===== config.mk =====
export PLATFORM = sky130hd
export DESIGN_NAME = perm_recover
export DESIGN_NICKNAME = d
export VERILOG_FILES = /design/src/rtl/perm_recover.sv
export SDC_FILE = /design/constraint.sdc
export NUM_CORES = 1
export LEC_CHECK = 0
export ABC_AREA = 1
export BUFFER_PORTS_ARGS = -buffer_cell sky130_fd_sc_hd__buf_2
export CORE_MARGIN = 2
export CORE_UTILIZATION = 45
export DETAILED_ROUTE_END_ITERATION = 8
export HOLD_SLACK_MARGIN = 0.15
export PLACE_DENSITY_LB_ADDON = 0.15
export RECOVER_POWER = 50
export SYNTH_ARGS = -nofsm -noshare
export SYNTH_HDL_FRONTEND = slang
export SYNTH_SLANG_ARGS = --single-unit

===== constraint.sdc =====
create_clock -name clk -period 6.8 [get_ports clk]
set_input_delay 0.34 -clock clk [delete_from_list [all_inputs] [get_ports clk]]
set_output_delay 0.34 -clock clk [all_outputs]
set_load 0.05 [all_outputs]

===== src/rtl/perm_recover.sv =====
module perm_recover #(
  parameter int LINES = 8,
  parameter bit SKIP_LAST = 1'b0,
  localparam int W = $clog2(LINES)
) (
  input  logic               clk,
  input  logic               rst_n,
  input  logic               start,
  output logic               rd_req,
  output logic [LINES-1:0]   rd_addr,
  input  logic               rd_valid,
  input  logic               rd_bit,
  output logic [LINES*W-1:0] perm_out,
  output logic               done
);
  logic [LINES-1:0][W-1:0] tbl;
  logic [W-1:0] round, line, mask, z, zm1;
  logic [W:0]   cnt;
  logic running, waiting, last_line, skip, advance, infer, bit_in;

  assign mask      = W'((32'd1 << round) - 32'd1);
  assign z         = tbl[line] & mask;
  assign zm1       = (z - 1'b1) & mask;
  assign last_line = line == W'(LINES - 1);
  assign skip      = SKIP_LAST && last_line;
  assign rd_req    = running && !waiting && !skip;
  assign advance   = running && (waiting ? rd_valid : skip);
  assign infer     = 32'(cnt) != (LINES >> (32'(round) + 1));
  assign bit_in    = waiting ? rd_bit : infer;
  assign perm_out  = tbl;

  always_comb begin
    for (int i = 0; i < LINES; i++)
      rd_addr[i] = (W'(i) == line) || (round != '0 && (tbl[i] & mask) == zm1);
  end

  always_comb begin
    cnt = '0;
    for (int i = 0; i < LINES; i++)
      if (W'(i) != line && (tbl[i] & mask) == z && tbl[i][round])
        cnt = cnt + 1'b1;
  end

  always_ff @(posedge clk) begin
    if (!rst_n) begin
      tbl     <= '0;
      round   <= '0;
      line    <= '0;
      running <= 1'b0;
      waiting <= 1'b0;
      done    <= 1'b0;
    end else begin
      done <= 1'b0;
      if (!running) begin
        if (start) begin
          tbl     <= '0;
          round   <= '0;
          line    <= '0;
          running <= 1'b1;
          waiting <= 1'b0;
        end
      end else begin
        if (rd_req) waiting <= 1'b1;
        if (advance) begin
          tbl[line][round] <= bit_in;
          waiting <= 1'b0;
          if (last_line) begin
            line <= '0;
            if (round == W'(W - 1)) begin
              running <= 1'b0;
              done    <= 1'b1;
            end else begin
              round <= round + 1'b1;
            end
          end else begin
            line <= line + 1'b1;
          end
        end
      end
    end
  end
endmodule



Word-level counts from Yosys, hierarchy flattened
Cells that the tools add are included.
{"block": "word_totals", "wordCells": 177, "input_bits": 5, "mem_bits_rw": 0, "latch_bits": 0, "reg_bits": 33, "mem_bits_ro": 0, "memories": 0, "out_inout_bits": 34}
{"block": "classes", "shifts": 2, "n_mul": 0, "bitwise_logic": 10, "n_reduce_logical": 45, "div_mod_pow": 0, "eq_ne": 37, "n_lt_le_gt_ge": 4, "mux": 54, "add_sub_neg": 12}
{"cell": "two-way mux 24 bit", "count": 3}
{"cell": "equality test 3 bit", "count": 16}
{"cell": "!= test 4 x 32 -> 1 bit", "count": 1}
{"cell": ">> shifter 4 x 4 -> 32 bit (first input constant)", "count": 1}
{"cell": "AND 3 bit", "count": 10}
{"cell": "two-way mux 3 bit", "count": 10}
{"cell": "adder 4 x 1 -> 4 bit (second input constant)", "count": 7}
{"cell": "logical AND 1 bit", "count": 28}
{"cell": "two-way mux 4 bit", "count": 7}
{"cell": "bitwise mux 24 bit", "count": 1}
{"cell": "two-way mux 1 bit", "count": 22}
{"cell": "binary-select mux 1 bit (select 2 bit)", "count": 8}
{"cell": "equality test 3 bit (first input constant)", "count": 4}
{"cell": "!= test 3 bit (first input constant)", "count": 4}
{"cell": "binary-select mux 3 bit (select 3 bit)", "count": 1}
{"cell": "demux 3 bit (select 3 bit)", "count": 1}
{"cell": "logical OR 1 bit", "count": 8}
{"cell": "AND reduction 4 bit", "count": 2}
{"cell": "adder 3 x 1 -> 3 bit (second input constant)", "count": 2}
{"cell": "equality test 2 x 3 -> 1 bit (first input constant)", "count": 2}
{"cell": ">= comparator 3 x 1 -> 1 bit (second input constant)", "count": 2}
{"cell": "!= test 2 x 3 -> 1 bit (first input constant)", "count": 2}
{"cell": "nonzero test 3 bit", "count": 2}
{"cell": "subtractor 3 x 1 -> 3 bit (second input constant)", "count": 2}
{"cell": "16 further kinds", "count": 18}

Logic depth before layout (Yosys ltp)
{"block": "logic_depth", "word_depth": 26, "depth_mapped": 47, "depth_no_buf": 43}

Worst setup path before layout
No wires, ideal clock.
{"block": "synth_timing", "path_kind": "flip-flop to flip-flop", "startpoint": "register round[1]", "endpoint": "register tbl (netlist bit perm_out[2])", "setup_slack_ns": 0.368, "path_buffers": 4, "required_ns": 6.669, "setup_ns": 0.131, "t_arrival_ns": 6.301, "period_less_slack_ns": 6.432, "path_stages_with_launch": 45, "cell_sequence": "dfxtp_1 inv_1 ha_1 nand2_1 clkbuf_1 buf_1 ha_1 nand2_1 nand2_1 nand2_1 nor2_2 nand2_1 buf_6 xnor2_1 nor4_1 ha_1 inv_1 nand3_2 [9 not listed] nand2_1 nand2_1 ha_1 or2_2 nand2_1 inv_2 ha_1 inv_1 nor2_1 xor2_1 inv_1 nand2_1 nand3_1 nor2_1 nand3_2 nand2_2 buf_6 o21ai_2"}
{"block": "synth_between", "elab_chain_cells": 26, "elab_cells_between_ends": 80, "classes_between": "add/sub: 9; order compare: 2; eq/ne: 9; shift: 2; mux: 32; bitwise: 9; reduce/logical: 17"}
{"item": "from (decl)", "line_no": "17", "text": "logic [W-1:0] round, line, mask, z, zm1;"}
{"item": "from (signal assigned)", "line_no": "73", "text": "round <= round + 1'b1;"}
{"item": "left shift 1 x 3 -> 3 bit", "line_no": "21", "text": "assign mask = W'((32'd1 << round) - 32'd1);"}
{"item": "subtractor 3 x 1 -> 3 bit", "line_no": "21"}
{"item": "AND 3 bit (on tied branches)", "line_no": "40, 22"}
{"item": "equality test 3 bit", "line_no": "40", "text": "if (W'(i) != line && (tbl[i] & mask) == z && tbl[i][round])"}
{"item": "logical AND 1 bit (2 in a row)", "line_no": "40"}
{"item": "two-way mux 1 bit", "line_no": "40"}
{"item": "adder 4 x 1 -> 4 bit", "line_no": "41", "text": "cnt = cnt + 1'b1;"}
{"item": "two-way mux 4 bit", "line_no": "40"}
{"item": "[9 not listed]"}
{"item": "two-way mux 4 bit", "line_no": "40"}
{"item": "adder 4 x 1 -> 4 bit", "line_no": "41"}
{"item": "two-way mux 4 bit", "line_no": "40"}
{"item": "!= test 4 x 32 -> 1 bit", "line_no": "28", "text": "assign infer = 32'(cnt) != (LINES >> (32'(round) + 1));"}
{"item": "two-way mux 1 bit", "line_no": "29", "text": "assign bit_in = waiting ? rd_bit : infer;"}
{"item": "bitwise mux 24 bit *", "line_no": "65", "text": "tbl[line][round] <= bit_in;"}
{"item": "two-way mux 24 bit *", "line_no": "64", "text": "if (advance) begin"}
{"item": "two-way mux 24 bit *", "line_no": "54", "text": "if (!running) begin"}
{"item": "to (signal, indexed assignment)", "line_no": "65"}
{"item": "to (decl)", "line_no": "16", "text": "logic [LINES-1:0][W-1:0] tbl;"}
Every way passes the cells marked *; elsewhere a longest branch is shown, timed or not. The select of a mux whose other input is x is not followed.
A chain may end at the register's enable or synchronous reset.

Final worst setup path
{"block": "layout_timing", "startpoint": "register round[0]", "endpoint": "register tbl (netlist bit perm_out[18])"}
Same word-level chain as after synthesis.

==> impl_results.rst <==
.. list-table::
   :header-rows: 1

   * - Metric
     - Value
   * - Result of the run
     - finished, final reports clean
   * - Antenna diode instance count
     - 0
   * - Final Max Tran Viols
     - 0
   * - Half-perimeter wire length of the detailed placement result
     - 10400 µm
   * - Avg Inst Size Synth
     - 5.98 µm²
   * - Count of nets left with antenna violations after detail routing
     - 0
   * - Share of Yosys cell area claimed by the top area cell type
     - 17.7%
   * - Total Die Area
     - 9040 µm²
   * - Largest voltage drop on the vdd net
     - 153 µV
   * - Number of failing hold endpoints at the final stage
     - 0
   * - Aggregate global-route resource usage
     - 30.2%
   * - FP Rows
     - 33
   * - Fill cell count
     - 861
   * - Count of vias placed by the detailed router
     - 4332
   * - I/O pins
     - 39
   * - Max Clock Skew
     - 0.00305 ns
   * - Crit path max-delay cell type
     - sky130_fd_sc_hd__dfxtp_4
   * - Layout net count
     - 689
   * - Data arrival time at the worst-slack endpoint
     - 6.40 ns
   * - Number of synthesized register bits
     - 33
   * - Maximum number of pins on one net before global-route repair
     - 22
   * - Sequential cell area
     - 666 µm²
   * - Routed len/inst
     - 17.4 µm
   * - Crit path largest cell delay
     - 0.37 ns
   * - Static leakage power
     - 1.79 nW
   * - Crit start category
     - flop
   * - Shortest clock period the worst path allows after layout
     - 6.23 ns
   * - Most used flip-flop cell after synthesis
     - sky130_fd_sc_hd__dfxtp_1
   * - Max Cap Violations
     - 0
   * - Clock sinks
     - 33
   * - Net Count, Synth
     - 648
   * - Clock latency reported for the late side of the worst-skew pair
     - 0.29 ns
   * - Share of cells above drive strength 1
     - 15.3%
   * - RD Place Congestion
     - 0.998
   * - Global-route wire length before repair
     - 20900 µm
   * - Die Height
     - 95.1 µm
   * - Final hold slack
     - 0.379 ns
   * - Number of buffers between clock root and the deepest sink
     - 2
   * - Overall routed net length
     - 13400 µm
   * - Final TNS setup
     - 0 ns
   * - Ratio of final minimum period to clock period
     - 91.6%
   * - Top cell type by total area after synthesis
     - sky130_fd_sc_hd__dfxtp_1
   * - Area of the multi-input gates
     - 2600 µm²
   * - Class of the tightest hold or removal check
     - input pin to flop
   * - Overflow left after global routing
     - 0
   * - Reg clk slew, reported paths
     - 0.07 ns
   * - CTS tree
     - done
   * - Number of optimization iterations in the first detailed-route pass
     - 5
   * - Number of flops mapped to enable cells by yosys
     - 0
   * - Capturing element type of the critical path
     - flop
   * - Antenna violations before repair
     - 0
   * - Gate count after technology mapping
     - 624
   * - Worst Max-Slew Pin Slew
     - 0.929 ns
   * - Cell types with the largest area share after synthesis
     - sky130_fd_sc_hd__dfxtp_1, sky130_fd_sc_hd__nand2_1, sky130_fd_sc_hd__nor2_1
   * - Count of synthesis-stage warnings from yosys
     - 0
   * - Top layer in use
     - met4
   * - Most Frequent Cell on Critical Path
     - sky130_fd_sc_hd__nand2_1
   * - Routed metal-1 wire length
     - 5990 µm
   * - Final setup violation count
     - 0
   * - Via count of the first global-routing pass
     - 3934
   * - TritonCTS Buffers
     - 5
   * - Number of DRC violations after detailed-routing iteration 0
     - 309
   * - Routed met3 length
     - 964 µm
   * - Dominant delay contributor by cell family on the critical path
     - simple AND/OR/NAND/NOR gates
   * - Seq/Total Area, Yosys
     - 17.7%
   * - Master cell of the clock root buffer
     - sky130_fd_sc_hd__clkbuf_8
   * - Hold-fix buffers, CTS
     - 0
   * - Cell area power density
     - 166 nW/µm²
   * - Max frequency
     - 160 MHz
   * - Die Wd
     - 95.1 µm
   * - Effective utilization at floorplan
     - 45.9%
   * - H-tree Lvls
     - 2
   * - Length of routed met2 wiring
     - 6170 µm
   * - Unrepaired setup endpoints after global routing
     - false
   * - Maximum fanout count along the critical path
     - 10
   * - Type of the worst setup path
     - flop to flop
   * - Cell area after synthesis
     - 3730 µm²
   * - Count of unique library cells instantiated by Yosys
     - 53
   * - P&R area growth vs syn
     - 11.6%
   * - Share of flip-flops with an asynchronous set or reset after synthesis
     - 0%
   * - CP Buf/Inv Count
     - 11
   * - Buffers added on ports
     - 38
   * - Area of the core
     - 8130 µm²
   * - Relative slew slack
     - 37.8%
   * - Remaining design rule violation count
     - 0
   * - Via-per-instance ratio
     - 5.62
   * - Crit path required time
     - 6.97 ns
## sequential cells by signal (all words and copies together), names as in the netlist
register	cells
waiting	1
round	3
running	1
perm_out	24
line	3
done	1
## cell usage in the layout (no fill, tap or decap), types with 9 or more instances in the layout
master / Yosys / final
sky130_fd_sc_hd__nand2_1: 130 / 129
sky130_fd_sc_hd__nor2_1: 87 / 87
sky130_fd_sc_hd__inv_1: 80 / 78
sky130_fd_sc_hd__nand3_1: 53 / 53
sky130_fd_sc_hd__o21ai_0: 42 / 42
sky130_fd_sc_hd__dfxtp_1: 33 / 31
sky130_fd_sc_hd__clkbuf_1: 10 / 26
sky130_fd_sc_hd__ha_1: 19 / 18
sky130_fd_sc_hd__a21oi_1: 15 / 15
sky130_fd_sc_hd__nor3_1: 15 / 15
sky130_fd_sc_hd__inv_2: 11 / 12
sky130_fd_sc_hd__nand2_2: 12 / 12
sky130_fd_sc_hd__buf_2: 1 / 12
sky130_fd_sc_hd__buf_4: 1 / 12
sky130_fd_sc_hd__a21boi_1: 10 / 10
sky130_fd_sc_hd__nand3_2: 9 / 9
## tightest hold or removal path: cells and delay by family
kind	cells	cell delay, ns
buf+inv	1	0.08
simple gates	1	0.05
compound gates	1	0.15
## per-stage QoR
step | cell area [µm²] | util [%] | total power [W] | setup slack (ns) | cells
5_1_grt | 4170 | 51.2 | 0.000737 | 0.0117 | 771
3_3_place_gp | 4020 | 49.5 | 0.000501 | 0.415 | 760
4_1_cts | 4120 | 50.7 | 0.000668 | 0.242 | 768
3_5_place_dp | 4020 | 49.5 | 0.000501 | 0.263 | 760
2_1_floorplan | 3730 | - | 0.000433 | 0.368 | 624
6_report | 4170 | 51.2 | 0.000691 | 0.569 | 771
## cell type report
class / count / share of cell area, %
Timing Repair Buffer: 53 / 7.30
Sequential cell: 33 / 16.0
Clock inverter: 1 / 0.120
Multi-Input combinational cell: 476 / 62.4
Tap cell: 105 / 3.15
Inverter: 96 / 8.77
Clock buffer: 7 / 2.31
## final timing paths
kind	startpoint	end	slack, ns	cells after the start
max reg2reg	round[0]	perm_out[18]	0.57	45
min	start	running	0.38	3
max	round[0]	perm_out[18]	0.57	45
min reg2reg	round[2]	round[2]	0.54	2
## Yosys cell counts (10+ instances only)
cell,n
sky130_fd_sc_hd__inv_1,80
sky130_fd_sc_hd__nand3_1,53
sky130_fd_sc_hd__nand2_2,12
sky130_fd_sc_hd__clkbuf_1,10
sky130_fd_sc_hd__inv_2,11
sky130_fd_sc_hd__ha_1,19
sky130_fd_sc_hd__a21boi_1,10
sky130_fd_sc_hd__nor3_1,15
sky130_fd_sc_hd__nand2_1,130
sky130_fd_sc_hd__a21oi_1,15
sky130_fd_sc_hd__nor2_1,87
sky130_fd_sc_hd__dfxtp_1,33
sky130_fd_sc_hd__o21ai_0,42
## report_power, final
group          total, W  switching (W)  internal, W
Sequential     0.000203     0.00000636     0.000196
Clock          0.000165      0.0000731    0.0000915
Combinational  0.000324       0.000224    0.0000995
## kinds of logic (layout without fill, tap and decap cells)
family	Yosys count	in the layout	share of synthesized area [%]
buf+inv	115	157	13.0
flops	33	33	17.7
simple gates	331	331	40.8
compound gates	119	119	20.5
fa+ha+maj	19	19	6.37
xor+xnor	7	7	1.64
## metal layers
metal  GRT usage, %  vias up
met4           11.1        0
met1           41.3     1999
met3           3.72       24
met5              0        -
li1               -     2133
met2           48.7      176
## timing repair
| action | CTS | global route |
|---|---|---|
| resized for setup | 0 | 13 |
| setup buffers | 0 | 2 |
| endpoints found under the hold margin | 0 | 0 |
| endpoints found under the setup margin | 0 | 24 |
No activity file was read; power rests on OpenSTA's default activity.
